<file path="src/rtl/bcg_pkg.sv">
package bcg_pkg;
  localparam int ADDR_W = 2;
  localparam logic [ADDR_W-1:0] ADR_BRANCH = 2'd0;
  localparam logic [ADDR_W-1:0] ADR_VOTE   = 2'd1;
  localparam logic [ADDR_W-1:0] ADR_BLKRST = 2'd2;
  localparam int EN_BIT  = 0;
  localparam int ARS_BIT = 0;
endpackage

</file>
<file path="src/rtl/bcg_regs.sv">
module bcg_regs
  import bcg_pkg::*;
#(
  parameter int DATA_W   = 32,
  parameter int VOTE_BIT = 10
) (
  input  logic              clk,
  input  logic              rst,
  input  logic              bus_wr,
  input  logic              bus_rd,
  input  logic [ADDR_W-1:0] bus_addr,
  input  logic [DATA_W-1:0] bus_wdata,
  input  logic              off_flag,
  output logic [DATA_W-1:0] bus_rdata,
  output logic              branch_req,
  output logic              blk_rst
);
  localparam int OFF_BIT = DATA_W - 1;

  logic              local_en;
  logic [DATA_W-1:0] vote_q;
  logic              ares_q;
  logic [DATA_W-1:0] rd_mux;

  always_ff @(posedge clk) begin
    if (rst) begin
      local_en <= 1'b0;
      vote_q   <= '0;
      ares_q   <= 1'b0;
    end else if (bus_wr) begin
      case (bus_addr)
        ADR_BRANCH: local_en <= bus_wdata[EN_BIT];
        ADR_VOTE:   vote_q   <= bus_wdata;
        ADR_BLKRST: ares_q   <= bus_wdata[ARS_BIT];
        default: ;
      endcase
    end
  end

  always_comb begin
    rd_mux = '0;
    case (bus_addr)
      ADR_BRANCH: begin
        rd_mux[EN_BIT]  = local_en;
        rd_mux[OFF_BIT] = off_flag;
      end
      ADR_VOTE:   rd_mux = vote_q;
      ADR_BLKRST: rd_mux[ARS_BIT] = ares_q;
      default:    rd_mux = '0;
    endcase
  end

  always_ff @(posedge clk) begin
    if (rst)         bus_rdata <= '0;
    else if (bus_rd) bus_rdata <= rd_mux;
  end

  assign branch_req = local_en | vote_q[VOTE_BIT];
  assign blk_rst    = ares_q;

  // a written reset bit reaches the output on the next cycle
  a_r8_ares_write: assert property (@(posedge clk) disable iff (rst)
    $past(bus_wr) && ($past(bus_addr) == ADR_BLKRST) |-> blk_rst == $past(bus_wdata[ARS_BIT]));
endmodule

</file>
<file path="src/rtl/bcg_sync.sv">
module bcg_sync #(
  parameter int STAGES = 2
) (
  input  logic clk,
  input  logic rst,
  input  logic d,
  output logic q
);
  logic [STAGES-1:0] chain;

  generate
    if (STAGES == 1) begin : g_single
      always_ff @(posedge clk) begin
        if (rst) chain <= '0;
        else     chain <= d;
      end
    end else begin : g_multi
      always_ff @(posedge clk) begin
        if (rst) chain <= '0;
        else     chain <= {chain[STAGES-2:0], d};
      end
    end
  endgenerate

  assign q = chain[STAGES-1];
endmodule

</file>
<file path="src/rtl/bcg_gate.sv">
module bcg_gate (
  input  logic clk,
  input  logic rst,
  input  logic root_ce,
  input  logic req_sync,
  input  logic blk_rst,
  output logic gate_open,
  output logic gated_ce
);
  always_ff @(posedge clk) begin
    if (rst) begin
      gate_open <= 1'b0;
      gated_ce  <= 1'b0;
    end else begin
      if (!root_ce) gate_open <= req_sync;
      gated_ce <= root_ce & gate_open & ~blk_rst;
    end
  end

  // no output strobe without a root strobe one cycle earlier
  a_r6_needs_root: assert property (@(posedge clk) disable iff (rst)
    gated_ce |-> $past(root_ce));

  // gate state moves only between root strobes
  a_r7_open_between_pulses: assert property (@(posedge clk) disable iff (rst)
    !$stable(gate_open) |-> !$past(root_ce));
endmodule

</file>
<file path="src/rtl/bcg_branch_gate.sv">
module bcg_branch_gate
  import bcg_pkg::*;
#(
  parameter int DATA_W      = 32,
  parameter int VOTE_BIT    = 10,
  parameter int SYNC_STAGES = 2
) (
  input  logic              clk,
  input  logic              rst,
  input  logic              root_ce,
  input  logic              bus_wr,
  input  logic              bus_rd,
  input  logic [ADDR_W-1:0] bus_addr,
  input  logic [DATA_W-1:0] bus_wdata,
  output logic [DATA_W-1:0] bus_rdata,
  output logic              gated_ce,
  output logic              blk_rst
);
  logic branch_req;
  logic req_sync;
  logic gate_open;
  logic off_flag;

  bcg_regs #(.DATA_W(DATA_W), .VOTE_BIT(VOTE_BIT)) u_regs (
    .clk(clk), .rst(rst), .bus_wr(bus_wr), .bus_rd(bus_rd),
    .bus_addr(bus_addr), .bus_wdata(bus_wdata), .off_flag(off_flag),
    .bus_rdata(bus_rdata), .branch_req(branch_req), .blk_rst(blk_rst)
  );

  bcg_sync #(.STAGES(SYNC_STAGES)) u_sync (
    .clk(clk), .rst(rst), .d(branch_req & ~blk_rst), .q(req_sync)
  );

  bcg_gate u_gate (
    .clk(clk), .rst(rst), .root_ce(root_ce), .req_sync(req_sync),
    .blk_rst(blk_rst), .gate_open(gate_open), .gated_ce(gated_ce)
  );

  assign off_flag = ~gate_open | blk_rst;

  // reset held in the previous cycle masks the output
  a_r8_rst_masks: assert property (@(posedge clk) disable iff (rst)
    $past(blk_rst) |-> !gated_ce);

  // a strobe is never cut short except by block reset
  a_r7_no_partial: assert property (@(posedge clk) disable iff (rst)
    $fell(gated_ce) |-> !$past(root_ce) || $past(blk_rst));

  // first cycle after reset shows a closed gate
  a_r1_reset_closed: assert property (@(posedge clk) disable iff (rst)
    $past(rst) |-> off_flag && !gated_ce && !blk_rst);
endmodule

</file>
<file path="config.mk">
export PLATFORM = sky130hd
export DESIGN_NAME = bcg_branch_gate
export DESIGN_NICKNAME = d
export VERILOG_FILES = /design/src/rtl/bcg_pkg.sv /design/src/rtl/bcg_regs.sv /design/src/rtl/bcg_sync.sv /design/src/rtl/bcg_gate.sv /design/src/rtl/bcg_branch_gate.sv
export SDC_FILE = /design/constraint.sdc
export NUM_CORES = 1
export LEC_CHECK = 0
export BUFFER_PORTS_ARGS = -buffer_cell sky130_fd_sc_hd__buf_2
export CORE_ASPECT_RATIO = 0.9
export CORE_UTILIZATION = 35
export CTS_CLUSTER_DIAMETER = 50
export DETAILED_ROUTE_END_ITERATION = 12
export MAX_ROUTING_LAYER = met4
export PLACE_DENSITY = 0.65
export SYNTH_ARGS = -nofsm -noshare
export SYNTH_HDL_FRONTEND = slang
export SYNTH_SLANG_ARGS = --single-unit
</file>
<file path="constraint.sdc">
create_clock -name clk -period 1.45 [get_ports clk]
set_input_delay 0.435 -clock clk [delete_from_list [all_inputs] [get_ports clk]]
set_output_delay 0.435 -clock clk [all_outputs]
set_load 0.01 [all_outputs]
</file>
==> results.json <==
{
  "internal_power_mw": 3.306,
  "ant_nets": 0,
  "cp_data_required_time_ps": 1020,
  "slowest_stage": "dfxtp_1",
  "criticalPathCategory": "reg -> out",
  "synth_top_area_share_pct": 54.34,
  "swShare_pct": 20.43,
  "cts_tree": "done",
  "synthesis.nets": 344,
  "synth_area_um2": 2579,
  "num_io_pins": 73,
  "pwr-share-clk_pct": 46.5,
  "run_status": "complete, no violations",
  "drtPass1Iterations": 4,
  "start_util_pct": 36.45,
  "wl_per_cell_um": 11.97,
  "cts-resized-gates": 0,
  "setup_viol": 0,
  "regArea_um2": 1401,
  "critical-path-top-delay-family": "flip-flops",
  "finClkSkew_ps": 7.051,
  "ir_worst_vdd_mv": 0.5481,
  "path_clk_slew_ps": 70,
  "max_stage_delay_ps": 430,
  "cts.sinks": 70,
  "total_power_mw": 4.154,
  "arrival_ps": 930,
  "num_rows": 29,
  "dieArea_um2": 7716,
  "port_buffers": 72,
  "hold_viol_final": 0,
  "slew_violations": 0,
  "crit_chain": "buf_2",
  "drt_iter0_drc": 65,
  "drt_wl_total_um": 5625,
  "cp_max_fo": 6,
  "p_leak_nw": 1.457,
  "cp-end-kind": "primary output",
  "drive_gt1_share_pct": 24.67,
  "cap_violations": 0,
  "synth_warnings": 0,
  "grt_pass1_vias": 2071,
  "vias": 2169,
  "tightestPinTransition_ps": 299.9,
  "p_switching_mw": 0.8486,
  "drcViolationCount": 0,
  "synth_area_per_cell_um2": 8.455,
  "setup-tns-final_ps": 0,
  "grt_overflow": 0,
  "path_buf_inv": 1,
  "synth_cell_types": 20,
  "core_area_um2": 7076,
  "die_w_um": 92.48,
  "insertion_delay_ps": 340,
  "p_seq_share_pct": 47.7,
  "start_kind": "flip-flop",
  "min_period_over_period_pct": 94.48,
  "root_buffer": "clkbuf_8",
  "nNetsFinal": 411,
  "timing.rr.start": "u_regs.blk_rst",
  "post_cts.repair.setup_buffers": 0,
  "relSlewSlack_pct": 80.01,
  "grt_start_max_net_pins": 71,
  "synth_area_leaders": "dfxtp_1, a21oi_1, nand2_1, nor2_1, and2b_1",
  "vias_per_cell": 4.615,
  "rsz0062_at_grt": "no",
  "grt_pass1_wl_um": 9563,
  "area_growth_pct": 26.88,
  "ys_ff_latch": 70,
  "nFillCells": 731,
  "p_comb_share_pct": 5.8,
  "antenna_found_initial": 0,
  "hold_path_class": "in -> reg",
  "post-dp-hpwl_um": 3534,
  "cts_buffer_depth": 2,
  "min_period_ps": 1370,
  "htree_levels": 3,
  "seq_area_frac_synth_pct": 54.34,
  "gr-usage-all-layers_pct": 16.32,
  "diodes": 0,
  "cts_inserted_buffers": 9,
  "p_per_area_nw_per_um2": 1270,
  "place.gp.congestion": 0.7482,
  "multiInputGateArea_um2": 1046,
  "hold_buffers": 0,
  "yosys.area.top_type": "dfxtp_1",
  "max_freq_mhz": 730.0,
  "synthesis.instances": 305,
  "die_h_um": 83.43,
  "crit_start": "u_regs.blk_rst",
  "hp-start": "bus_wdata[10]"
}
through the flow:
step                util [%]  setup slack [ps]  std cells  instance area (µm²)  hold slack [ps]
global route           46.24             20.83        470                 3272            325.1
floorplan                  -             204.5        305                 2579            413.8
finish                 46.24             80.08        470                 3272            326.4
detailed placement     42.72             124.4        454                 3023            427.2
CTS                    46.24             58.25        470                 3272            308.5
global placement       42.72             143.3        454                 3023            419.1
state kept, by name (all words and copies together), names as in the netlist:
name / count
u_regs.bus_rdata: 32
u_regs.vote_q: 32
u_sync.chain: 2
u_gate.gate_open: 1
u_gate.gated_ce: 1
u_regs.blk_rst: 1
u_regs.local_en: 1
cells in the mapped netlist (all sizes together):
| cell type | n |
|---|---|
| nor3 | 3 |
| inv | 1 |
| nand3b | 3 |
| dfxtp | 70 |
| nand2b | 3 |
| nor2b | 14 |
| and3b | 2 |
| a21oi | 64 |
| and2b | 17 |
| nand2 | 65 |
| clkbuf | 11 |
| nor3b | 1 |
| buf | 11 |
| o211a | 1 |
| a221o | 1 |
| mux2i | 3 |
| nor2 | 35 |
power by group through the flow:
| stage | registers [mW] | logic, mW | clock network (mW) |
|---|---|---|---|
| after floorplan | 2.02 | 0.137 | 0 |
| after global placement | 2.02 | 0.244 | 0 |
| after detailed placement | 2.03 | 0.244 | 0 |
| after CTS | 1.98 | 0.244 | 1.97 |
| after global routing | 1.99 | 0.271 | 2.08 |
| final | 1.98 | 0.241 | 1.93 |
final timing paths:
| path | to | slack [ps] | cells after the start |
|---|---|---|---|
| worst max-delay path | blk_rst | 80 | 1 |
| worst min-delay path | u_regs.vote_q[10] | 330 | 3 |
| worst max register to register | u_regs.bus_rdata[31] | 470 | 3 |
| worst min register to register | u_sync.chain[1] | 440 | 1 |
cells in the final DEF (no fill, tap or decap), drive strengths merged:
cell type	count
a21oi	64
a221o	1
and2b	17
and3b	2
buf	78
bufinv	3
clkbuf	13
dfxtp	70
inv	1
mux2i	3
nand2	65
nand2b	3
nand3b	3
nor2	35
nor2b	14
nor3	3
nor3b	1
o211a	1
layer usage:
layer	GRT usage (%)	part of all wire, %	vias up
met2	24.18	44	52
met5	-	0	-
met4	6.392	1.6	0
li1	-	-	1114
met1	20.48	49	996
met3	5.403	4.9	7
final cells by class:
cell class              instances  area share [%]
repair buffers                 78           13.92
multi-input cells             212           31.97
clock inverters                 3           2.753
well taps                      93           3.556
clock buffers                  13           4.857
inverters                       1          0.1147
flip-flops and latches         70           42.83
logic make-up (layout without fill, tap and decap cells):
kind of cell           count (synthesis)  after routing  synth area share [%]
buffers and inverters                 23             95                 5.094
AOI/OAI and AO/OA                     66             66                 13.20
muxes                                  3              3                 1.165
and+or+nand+nor                      143            143                 26.20
DFF                                   70             70                 54.34
Power figures use the tool's default switching activity.
